### src/rtl/fpcsr_pkg.sv
package fpcsr_pkg;

    localparam int unsigned FLAG_N  = 5;
    localparam int unsigned RND_W   = 3;
    localparam int unsigned RND_LO  = 0;
    localparam int unsigned TEN_LO  = 5;
    localparam int unsigned FLG_LO  = 10;

    typedef enum logic [1:0] {
        RM_NEAREST_EVEN = 2'd0,
        RM_TO_ZERO      = 2'd1,
        RM_TO_POS       = 2'd2,
        RM_TO_NEG       = 2'd3
    } rnd_mode_e;

    typedef logic [FLAG_N-1:0] exc_vec_t;
    typedef logic [RND_W-1:0]  rnd_code_t;

    typedef struct packed {
        logic      legal;
        rnd_mode_e mode;
    } rnd_dec_t;

    function automatic rnd_dec_t decode_rnd(input rnd_code_t code);
        rnd_dec_t d;
        d.legal = (code[2] == 1'b0);
        case (code[1:0])
            2'd0:    d.mode = RM_NEAREST_EVEN;
            2'd1:    d.mode = RM_TO_ZERO;
            2'd2:    d.mode = RM_TO_POS;
            default: d.mode = RM_TO_NEG;
        endcase
        return d;
    endfunction

endpackage

### src/rtl/fpcsr_ctl_reg.sv
module fpcsr_ctl_reg #(
    parameter int unsigned          WIDTH = 32,
    parameter logic [WIDTH-1:0]     MASK  = '1
) (
    input  logic             clk,
    input  logic             rst,
    input  logic             wr_en,
    input  logic [WIDTH-1:0] wr_data,
    output logic [WIDTH-1:0] q
);

    always_ff @(posedge clk) begin
        if (rst)        q <= '0;
        else if (wr_en) q <= wr_data & MASK;
    end

    // stored control bits hold between writes
    p_ctl_hold_r10: assert property (@(posedge clk) disable iff (rst)
        !wr_en |=> $stable(q));

    // a write lands the masked word
    p_ctl_load_r2: assert property (@(posedge clk) disable iff (rst)
        wr_en |=> (q == ($past(wr_data) & MASK)));

endmodule

### src/rtl/fpcsr_flag_acc.sv
module fpcsr_flag_acc
    import fpcsr_pkg::*;
(
    input  logic     clk,
    input  logic     rst,
    input  logic     wr_en,
    input  exc_vec_t load_val,
    input  exc_vec_t set_pulse,
    output exc_vec_t flags
);

    always_ff @(posedge clk) begin
        if (rst)        flags <= '0;
        else if (wr_en) flags <= load_val;
        else            flags <= flags | set_pulse;
    end

    // without a write no sticky flag is ever lost
    p_flags_sticky_r4: assert property (@(posedge clk) disable iff (rst)
        !wr_en |=> ((flags & $past(flags)) == $past(flags)));

    // a write reloads from the trap-enable bits regardless of pulses
    p_flags_reload_r5: assert property (@(posedge clk) disable iff (rst)
        wr_en |=> (flags == $past(load_val)));

endmodule

### src/rtl/fpcsr_rnd_ctl.sv
module fpcsr_rnd_ctl
    import fpcsr_pkg::*;
(
    input  logic      clk,
    input  logic      rst,
    input  logic      wr_en,
    input  rnd_code_t new_code,
    input  rnd_code_t old_code,
    output rnd_mode_e mode,
    output logic      bad
);

    rnd_dec_t dec;
    logic     changed;

    always_comb begin
        dec     = decode_rnd(new_code);
        changed = wr_en && (new_code != old_code);
    end

    always_ff @(posedge clk) begin
        if (rst) begin
            mode <= RM_NEAREST_EVEN;
            bad  <= 1'b0;
        end else begin
            bad <= changed && !dec.legal;
            if (changed && dec.legal) mode <= dec.mode;
        end
    end

    // error pulse only follows a write
    p_bad_after_write_r9: assert property (@(posedge clk) disable iff (rst)
        bad |-> $past(wr_en));

    // an illegal code leaves the mode untouched
    p_bad_keeps_mode_r9: assert property (@(posedge clk) disable iff (rst)
        bad |-> $stable(mode));

    // mode holds without a write
    p_mode_hold_r10: assert property (@(posedge clk) disable iff (rst)
        !wr_en |=> $stable(mode));

endmodule

### src/rtl/fpu_csr.sv
module fpu_csr
    import fpcsr_pkg::*;
#(
    parameter int unsigned          CSR_W   = 32,
    parameter logic [CSR_W-1:0]     WR_MASK = 32'h0000_03E7
) (
    input  logic             clk,
    input  logic             rst,
    input  logic             wr_en_i,
    input  logic [CSR_W-1:0] wr_data_i,
    input  logic [4:0]       flag_set_i,
    output logic [CSR_W-1:0] rd_data_o,
    output logic [1:0]       rnd_mode_o,
    output logic             bad_rnd_o
);

    localparam logic [CSR_W-1:0] FLAG_MASK =
        CSR_W'((1 << FLAG_N) - 1) << FLG_LO;

    logic [CSR_W-1:0] stored;
    exc_vec_t         flags;
    rnd_mode_e        mode;

    fpcsr_ctl_reg #(
        .WIDTH (CSR_W),
        .MASK  (WR_MASK)
    ) u_ctl (
        .clk     (clk),
        .rst     (rst),
        .wr_en   (wr_en_i),
        .wr_data (wr_data_i),
        .q       (stored)
    );

    fpcsr_flag_acc u_flags (
        .clk       (clk),
        .rst       (rst),
        .wr_en     (wr_en_i),
        .load_val  (wr_data_i[TEN_LO +: FLAG_N]),
        .set_pulse (flag_set_i),
        .flags     (flags)
    );

    fpcsr_rnd_ctl u_rnd (
        .clk      (clk),
        .rst      (rst),
        .wr_en    (wr_en_i),
        .new_code (wr_data_i[RND_LO +: RND_W]),
        .old_code (stored[RND_LO +: RND_W]),
        .mode     (mode),
        .bad      (bad_rnd_o)
    );

    always_comb begin
        rd_data_o  = (stored & WR_MASK) | (CSR_W'(flags) << FLG_LO);
        rnd_mode_o = mode;
    end

    // the read never shows bits outside the writable and flag fields
    p_read_clean_r3: assert property (@(posedge clk) disable iff (rst)
        (rd_data_o & ~(WR_MASK | FLAG_MASK)) == '0);

endmodule

### config.mk
export PLATFORM = sky130hd
export DESIGN_NAME = fpu_csr
export DESIGN_NICKNAME = d
export VERILOG_FILES = /design/src/rtl/fpcsr_pkg.sv /design/src/rtl/fpcsr_ctl_reg.sv /design/src/rtl/fpcsr_flag_acc.sv /design/src/rtl/fpcsr_rnd_ctl.sv /design/src/rtl/fpu_csr.sv
export SDC_FILE = /design/constraint.sdc
export NUM_CORES = 1
export LEC_CHECK = 0
export CELL_PAD_IN_SITES_DETAIL_PLACEMENT = 1
export CELL_PAD_IN_SITES_GLOBAL_PLACEMENT = 1
export CORE_MARGIN = 2
export CORE_UTILIZATION = 18
export DETAILED_ROUTE_END_ITERATION = 10
export PLACE_DENSITY_LB_ADDON = 0.1
export SLEW_MARGIN = 40
export SYNTH_ARGS = -nofsm -noshare
export SYNTH_HDL_FRONTEND = slang
export SYNTH_SLANG_ARGS = --single-unit
### constraint.sdc
create_clock -name clk -period 1.1 [get_ports clk]
set_input_delay 0.11 -clock clk [delete_from_list [all_inputs] [get_ports clk]]
set_output_delay 0.11 -clock clk [all_outputs]
set_load 0.01 [all_outputs]
; ---- Word-level counts from Yosys, hierarchy flattened
; Cells that the tools add are included.
[totals]
in_bits = 40
register_bits = 16
out_inout_bits = 35
[op_classes]
bitwise = 3
n_reduce_logical = 4
eq_ne = 3
n_mux = 2
[op_table]
columns = op, n
row1 = $or A10 B15 Y15, 1
row2 = $pmux W2 S3, 1
row3 = $mux W5, 1
row4 = $or A5 B5 Y5, 1
row5 = $logic_and A1 B1 Y1, 3
row6 = $ne A3 B3 Y1, 1
row7 = $eq A2 B1 Y1 const B, 1
row8 = $eq A2 B2 Y1 const B, 1
row9 = $logic_not A2 Y1, 1
row10 = $not A1 Y1, 1

; ---- Depth between registers and ports, before layout
; Gate-level depths: netlist of the first run.
[depth]
depth_word = 3
mapped_depth = 4
ltp_nobuf = 3

; ---- Cells and area by module
; Synthesis of the first run repeated with hierarchy kept, for this count alone.
[hier_totals]
cells_unflattened = 116
area_unflattened_um2 = 1048.5
[modules_own_cells]
columns = mod, area_per_inst_um2, n_inst, cells_per_inst
row1 = fpcsr_ctl_reg, 469.2, 1, 51
row2 = fpcsr_flag_acc, 230.2, 1, 21
row3 = fpcsr_rnd_ctl, 202.7, 1, 24
row4 = fpu_csr, 146.4, 1, 20

; ---- Least setup slack after synthesis of the first run
; No wires, ideal clock.
[synth_timing]
path_kind = flip-flop to flip-flop
start = register u_ctl.q[0]
end = register u_rnd.mode[1]
setup_slack_ns = 0.013
synth_period_minus_slack_ns = 1.087
stages_incl_launch_ff = 4
t_arrival_ns = 0.965
t_required_ns = 0.978
cell_sequence = dfxtp_1 -> xnor2_1 -> o2bb2ai_1 -> a311o_1
[synth_between]
elab_chain_cells = 3
[synth_rtl]
columns = item, line
row1 = "start, declared", fpcsr_ctl_reg.sv:9  ; output logic [WIDTH-1:0] q
row2 = "start signal, assigned", fpcsr_ctl_reg.sv:14  ; else if (wr_en) q <= wr_data & MASK;
row3 = $ne A3 B3 Y1, fpcsr_rnd_ctl.sv:18  ; changed = wr_en && (new_code != old_code);
row4 = $logic_and A1 B1 Y1, fpcsr_rnd_ctl.sv:18
row5 = $logic_and A1 B1 Y1, fpcsr_rnd_ctl.sv:27  ; if (changed && dec.legal) mode <= dec.mode;
row6 = "end signal, assigned", fpcsr_rnd_ctl.sv:27
row7 = "end, declared", fpcsr_rnd_ctl.sv:9  ; output rnd_mode_e mode,
; No other way between the ends.
; A chain may end at the register's enable or synchronous reset.

; ---- Worst setup path after layout of the first run
; Ends and elaborated chain as after synthesis.

==> results of run 1 <==
==> worst max path at each step <==
stage | startpoint | endpoint | cells past startpoint
finish | u_ctl.q[0] | u_rnd.mode[1] | 3
floorplan | u_ctl.q[0] | u_rnd.mode[1] | 3
CTS | u_ctl.q[1] | u_rnd.mode[1] | 3
global placement | wr_data_i[2] | u_rnd.mode[1] | 4
detailed placement | wr_data_i[2] | u_rnd.mode[1] | 4
global route | u_ctl.q[0] | u_rnd.mode[1] | 3
==> cell families (layout without fill, tap and decap cells) <==
logic type             Yosys count  after routing  share of synthesized area [%]
other                            1             19                          0.444
AO/OA/AOI/OAI                    7              7                           7.41
flip-flops                      16             16                           37.9
XOR/XNOR                         3              3                           3.11
buffers and inverters           23             45                           21.0
multiplexers                     7              7                           8.30
AND/OR/NAND/NOR                 33             33                           21.8
==> cells in the mapped netlist, drive strengths merged <==
library cell  count  area, um2
buf              23        178
o2bb2ai           1       8.76
dfxtp            16        320
nand3             1       5.00
o311ai            1       16.3
conb              1       3.75
nor2b             6       37.5
nand2b            3       18.8
xnor2             3       26.3
and2              1       8.76
nor3             10       50.1
nand3b            1       7.51
a21oi             2       10.0
nand2             1       3.75
o32a              1       10.0
nor3b             2       15.0
a311o             1       10.0
nand4bb           1       11.3
mux2i             7       70.1
a211oi            1       7.51
nor2              7       26.3
==> worst max-delay path, stage by stage, from the launching register on <==
cell,delay (ns)
dfxtp_2,0.35
xnor2_2,0.15
buf_4,0.14
a311o_1,0.30
==> power by group <==
group | total, mW | switching (mW) | internal [mW]
clock network | 0.530 | 0.212 | 0.318
logic | 0.328 | 0.156 | 0.172
registers | 0.647 | 0.0254 | 0.622
==> registers in the layout, indices dropped and copies added, names as in the netlist <==
| signal | count |
|---|---|
| u_rnd.bad | 1 |
| u_rnd.mode | 2 |
| u_ctl.q | 8 |
| u_flags.flags | 5 |
==> timing repair <==
action	4_1_cts	5_1_grt
setup endpoints to repair	19	2
gates resized for setup	22	5
gates cloned	0	0
buffers inserted	0	0
==> metal layers <==
metal  up-vias  GRT usage (%)
li1        347              -
met1       328           10.5
met2        32           12.7
met3         2           3.47
met4         0           2.47
met5         -              0
==> cell type report <==
| class | instances | area share (%) |
|---|---|---|
| multi-input cells | 69 | 35.1 |
| flip-flops and latches | 16 | 26.1 |
| well taps | 52 | 5.23 |
| repair buffers | 41 | 29.2 |
| clock buffers | 4 | 4.43 |
==> results.toml, run 1 <==
[run_status]
status = "finished clean"

[setup_path]
r2r_setup_slack_ns = 0.05
worst_setup_path_start_kind = "flip-flop"
reg2reg_to = "u_rnd.mode[1]"
crit_fanout = 5
rr_worst_depth = 3
worstPathArrival_ns = 1.19
cp-end-kind = "flip-flop"
worstPathRequired_ns = 1.24
crit_type = "flip-flop to flip-flop"
rr_startpoint = "u_ctl.q[0]"

[clock_network]
insertion_delay_ns = 0.25
numClockSinks = 16
htree_levels = 1
clk_path_buf_depth = 2
cts_buffers = 3
cts.hold.buffers_added = 0
cts_tree = "yes"
cts_root_buffer = "clkbuf_8"
clk_pin_slew_worst_paths_ns = 0.07

[finish]
fin_area_um2 = 1240
num-nets-final = 171
syn_to_final_growth_pct = 47.3
nFillCells = 519
stdcell_count = 182
drive_gt1_share_pct = 16.9
mostFrequentLayoutCells = "dlygate4sd2_1, conb_1, dfxtp_1"
mostFrequentLayoutCell = "dlygate4sd2_1"
multiInputGateArea_um2 = 437
final_util_pct = 28.0
regArea_um2 = 324
n_antenna_cell = 0

[power_and_ir_drop]
power_density_nw_per_um2 = 1210
cellLeakagePower_nw = 0.589
worst_ir_drop_vdd_uv = 624
finalPower_mw = 1.50

[run]
max_cap_viol_count = 0

[placement]
gp_congestion = 0.646
portBuffers = 31
placed_cell_area_um2 = 1180
place_inst = 178
dpl.hpwl_mm = 1.63
pre_cts_slack_ns = -0.352

[synthesis]
syn_area_um2 = 845
synth-seq-cells = 16
ys_seq_area_share_pct = 37.9
avgSynthCellArea_um2 = 9.38
synth.distinct_cells = 25
ys_warn_count = 0
synthCells = 90

[global_route]
grt_max_degree = 12
grt_pass1_vias = 699
grt_usage_pct = 8.25
grt-ovfl-total = 0
grt_pass1_wl_mm = 3.31
antenna_found_initial = 0

[floorplanning]
die_y_um = 72.5
die_area_um2 = 5260
rows = 24
core-area_um2 = 4440
fp.dieW_um = 72.5
start_util_pct = 19.0
ios = 75

[route]
wl_mm = 2.11
drtIter0Drc = 24
wl_per_cell_um = 11.6
wl_met3_um = 181
drc = 0
highest_layer = "met4"
route.met2.wl_um = 954
vias_per_cell = 3.90
dr.pass1.iters = 4
wl_met1_um = 959
num_vias = 709
drtAntennaViolNets = 0

[sta]
tns_ns = 0
period_minus_slack_ns = 1.05
finalClockSkew_ns = 0.000735
hold-worst-slack_ns = 0.338
max_freq_ghz = 0.951
post-route-period-util_pct = 95.6
drv_slew = 0
setup_ws_ns = 0.0487
rsz0062_at_grt = "false"
setup_viol = 0
hold_viol_final = 0

[worst_hold_path]
hold_end = "u_ctl.q[1]"
hold_path_class = "input pin to flip-flop"
worstHoldPathCells = 4
hold_start = "wr_data_i[1]"
Power figures use the tool's default switching activity.
==> run 2, diff against run 1 <==
--- a/config.mk
+++ b/config.mk
@@ -8,7 +8,7 @@
 export CELL_PAD_IN_SITES_DETAIL_PLACEMENT = 1
 export CELL_PAD_IN_SITES_GLOBAL_PLACEMENT = 1
 export CORE_MARGIN = 2
-export CORE_UTILIZATION = 18
+export CORE_UTILIZATION = 22
 export DETAILED_ROUTE_END_ITERATION = 10
 export PLACE_DENSITY_LB_ADDON = 0.1
 export SLEW_MARGIN = 40
==> constraint.sdc (replaced) <==
create_clock -name clk -period 1.26 [get_ports clk]
set_input_delay 0.126 -clock clk [delete_from_list [all_inputs] [get_ports clk]]
set_output_delay 0.126 -clock clk [all_outputs]
set_load 0.01 [all_outputs]
==> results.toml, run 2 (same netlist as run 1, synthesis figures left out) <==
[worst_hold_path]
hold_path_class = "flip-flop to flip-flop"

[finish]
mostFrequentLayoutCells = "conb_1, clkdlybuf4s50_1, dfxtp_1, dlygate4sd2_1"
n_antenna_cell = 0
num-nets-final = 171
final_util_pct = 33.6
fin_area_um2 = 1240
syn_to_final_growth_pct = 46.8
drive_gt1_share_pct = 13.8
top_regs = "u_ctl.q (8), u_flags.flags (5), u_rnd.mode (2)"
stdcell_count = 178
nFillCells = 454
top_register = "u_ctl.q"
largest_reg_flops = 8
mostFrequentLayoutCell = "conb_1"

[placement]
pre_cts_slack_ns = -0.147
portBuffers = 31
placed_cell_area_um2 = 1180
gp_congestion = 0.884
dpl.hpwl_mm = 1.53
place_inst = 174

[route]
wl_met3_um = 180
highest_layer = "met3"
wl_per_cell_um = 11.3
dr.pass1.iters = 4
drtIter0Drc = 30
wl_met1_um = 904
num_vias = 699
wl_mm = 2.01
vias_per_cell = 3.93
route.met2.wl_um = 927
drc = 0
drtAntennaViolNets = 0

[clock_network]
numClockSinks = 16
ctsResizeCount = 12
cts_buffers = 3
cts_root_buffer = "clkbuf_8"
htree_levels = 1
post-cts-setup-buffer-count = 0
clk_pin_slew_worst_paths_ns = 0.07
cts.hold.buffers_added = 0
clk_path_buf_depth = 2
cts_tree = "yes"
insertion_delay_ns = 0.25

[setup_path]
crit_family = "buffers and inverters"
slowest_delay_ns = 0.53
worstPathArrival_ns = 1.08
slowest_stage = "clkdlybuf4s50_1"
crit_type = "flip-flop to output pin"
worst_setup_path_start_kind = "flip-flop"
crit_buf_inv = 1
cp-end-kind = "output pin"
worstPathRequired_ns = 1.13
crit_fanout = 1
cp_cell_sequence = "clkdlybuf4s50_1"

[sta]
hold-worst-slack_ns = 0.492
post-route-period-util_pct = 95.8
rsz0062_at_grt = "false"
tns_ns = 0
max_freq_ghz = 0.828
period_minus_slack_ns = 1.21
finalClockSkew_ns = 0.00126
setup_viol = 0
setup_ws_ns = 0.0524
hold_viol_final = 0
drv_slew = 0

[floorplanning]
ios = 75
start_util_pct = 22.9
fp.dieW_um = 66.0
die_area_um2 = 4350
die_y_um = 66.0
rows = 22
core-area_um2 = 3690

[power_and_ir_drop]
cellLeakagePower_nw = 0.604
power_density_nw_per_um2 = 1060
worst_ir_drop_vdd_uv = 344
finalPower_mw = 1.32

[run]
max_cap_viol_count = 0

[run_status]
status = "finished clean"

[global_route]
grt_max_degree = 16
antenna_found_initial = 0
grt_pass1_wl_mm = 3.32
grt_pass1_vias = 720
grt_usage_pct = 9.84
grt-ovfl-total = 0
[run 2: changes by cell type in the layout (fill, tap and decap cells not counted)]
cell,change
dfxtp_2,-2
dlygate4sd2_1,-9
dlymetal6s2s_1,+3
dfxtp_1,+2
clkdlybuf4s50_1,+6
xnor2_2,-2
xnor2_1,+2
[run 2: worst paths after layout]
kind | slack (ns) | start | cells after the start | end
worst min register to register | 0.49 | u_ctl.q[6] | 2 | u_ctl.q[6]
worst max-delay path | 0.05 | u_rnd.bad | 1 | bad_rnd_o
worst max register to register | 0.16 | u_ctl.q[1] | 3 | u_rnd.mode[1]
worst min-delay path | 0.49 | u_ctl.q[6] | 2 | u_ctl.q[6]
[run 2: per-layer routing]
layer | vias up | GRT usage (%)
li1 | 346 | -
met1 | 324 | 11.8
met2 | 29 | 16.2
met3 | 0 | 3.24
met4 | 0 | 3.83
met5 | - | 0
[run 2: final cells by class]
type	count	area, um2	area share (%)
repair buffers	41	382	30.8
well taps	48	60.1	4.84
multi-input cells	69	422	34.0
flip-flops and latches	16	322	25.9
clock buffers	4	55.1	4.44
[run 2: report_power, final]
group | total [mW] | internal, mW | switching [mW]
logic | 0.292 | 0.158 | 0.134
registers | 0.562 | 0.542 | 0.0203
clock network | 0.463 | 0.277 | 0.185
total | 1.32 | 0.977 | 0.340
==> run 3, diff against run 2 <==
--- a/config.mk
+++ b/config.mk
@@ -8,9 +8,9 @@
 export CELL_PAD_IN_SITES_DETAIL_PLACEMENT = 1
 export CELL_PAD_IN_SITES_GLOBAL_PLACEMENT = 1
 export CORE_MARGIN = 2
-export CORE_UTILIZATION = 22
+export CORE_UTILIZATION = 18
 export DETAILED_ROUTE_END_ITERATION = 10
-export PLACE_DENSITY_LB_ADDON = 0.1
+export PLACE_DENSITY_LB_ADDON = 0.2
 export SLEW_MARGIN = 40
 export SYNTH_ARGS = -nofsm -noshare
 export SYNTH_HDL_FRONTEND = slang
==> constraint.sdc (replaced) <==
create_clock -name clk -period 1.05 [get_ports clk]
set_input_delay 0.105 -clock clk [delete_from_list [all_inputs] [get_ports clk]]
set_output_delay 0.105 -clock clk [all_outputs]
set_load 0.01 [all_outputs]
==> results.toml, run 3 (same netlist as run 1, synthesis figures left out) <==
[sta]
max_freq_ghz = 0.950
finalClockSkew_ns = 0.00397
post-route-period-util_pct = 100
drv_slew = 0
hold_viol_final = 0
setup_ws_ns = -0.00276
setup_viol = 1
rsz0062_at_grt = "true"
hold-worst-slack_ns = 0.239
period_minus_slack_ns = 1.05

[placement]
portBuffers = 31
gp_congestion = 0.702
dpl.hpwl_mm = 1.80

[global_route]
grt-ovfl-total = 0
grt_pass1_vias = 814
grt_max_degree = 16
antenna_found_initial = 0
grt_pass1_wl_mm = 3.73
grt_usage_pct = 9.10

[setup_path]
crit_type = "flip-flop to flip-flop"
r2r_setup_slack_ns = -0.003
cp-end-kind = "flip-flop"
worstPathRequired_ns = 1.19
worst_setup_path_start_kind = "flip-flop"
crit_fanout = 4
worstPathArrival_ns = 1.19

[clock_network]
insertion_delay_ns = 0.24
clk_pin_slew_worst_paths_ns = 0.06
numClockSinks = 16
htree_levels = 1
cts_buffers = 3
clk_path_buf_depth = 2
cts_root_buffer = "clkbuf_8"
cts_tree = "yes"

[route]
num_vias = 726
drc = 0
wl_per_cell_um = 12.4
drtAntennaViolNets = 0
drtIter0Drc = 12
vias_per_cell = 4.01
dr.pass1.iters = 4
wl_mm = 2.24

[run_status]
violations = "negative setup slack"
status = "finished with violations"

[finish]
syn_to_final_growth_pct = 48.4
largest_reg_flops = 8
drive_gt1_share_pct = 17.8
n_antenna_cell = 0
mostFrequentLayoutCells = "dlygate4sd2_1, conb_1, dfxtp_1, clkdlybuf4s50_1"
mostFrequentLayoutCell = "dlygate4sd2_1"
num-nets-final = 171
top_regs = "u_ctl.q (8), u_flags.flags (5), u_rnd.mode (2)"
top_register = "u_ctl.q"

[power_and_ir_drop]
power_density_nw_per_um2 = 1200
worst_ir_drop_vdd_uv = 618
cellLeakagePower_nw = 0.580
finalPower_mw = 1.50

[run]
max_cap_viol_count = 0

[floorplanning]
ios = 75
fp.dieW_um = 72.5
die_area_um2 = 5260
die_y_um = 72.5
rows = 24
core-area_um2 = 4440
start_util_pct = 19.0

[worst_hold_path]
hold_path_class = "input pin to flip-flop"
## run 3: cell count changes in the layout (fill, tap and decap cells not counted), moves of 2 or more
cell	before	now
clkdlybuf4s50_1	16	10
dlymetal6s2s_1	4	0
xnor2_1	2	0
dfxtp_1	15	13
dlygate4sd2_1	11	21
## run 3: per-layer routing
layer	track usage, %	vias to the layer above	wire, um
met5	0	-	0
met4	3.91	0	34
met3	2.92	4	198
met2	17.4	37	1190
met1	8.85	341	817
li1	-	344	-
## run 3: power breakdown
| group | internal [mW] | leakage (nW) | switching, mW | total, mW |
|---|---|---|---|---|
| clock network | 0.254 | 0.0216 | 0.206 | 0.460 |
| logic | 0.189 | 0.424 | 0.172 | 0.360 |
| registers | 0.650 | 0.134 | 0.0292 | 0.680 |
## run 3: final cells by class
type | count | area, um2
fillers | 533 | 3190
multi-input cells | 69 | 458
repair buffers | 41 | 363
flip-flops and latches | 16 | 327
well taps | 52 | 65.1
clock buffers | 3 | 41.3
## run 3: per-stage QoR
step	setup TNS [ns]	util (%)	instances	cell area [um2]	setup WS, ns
3_5_place_dp	-4.66	26.7	178	1190	-0.355
6_report	-0.00276	28.2	181	1250	-0.00276
3_3_place_gp	-4.66	26.7	178	1190	-0.350
2_1_floorplan	0	-	108	913	0.000605
5_1_grt	-0.0404	28.2	181	1250	-0.0404
4_1_cts	0	27.8	181	1230	0.00449
## run 3: path summary, 6_finish.rpt
path	from	to	depth (start not counted)
max	u_ctl.q[0]	u_rnd.mode[1]	3
min	rst	u_rnd.bad	2
max reg2reg	u_ctl.q[0]	u_rnd.mode[1]	3
min reg2reg	u_ctl.q[6]	u_ctl.q[6]	2
## run 3: critical path: stages, from the launching register on
cell and delay [ns]:
dfxtp_4 0.37, xnor2_4 0.14, buf_4 0.15, a311o_1 0.30
## run 3: what timing repair did
action	in CTS	in global routing
pin swaps	0	3
hold buffers	0	0
endpoints found under the setup margin	28	2
setup buffers	0	0
resized for setup	28	3
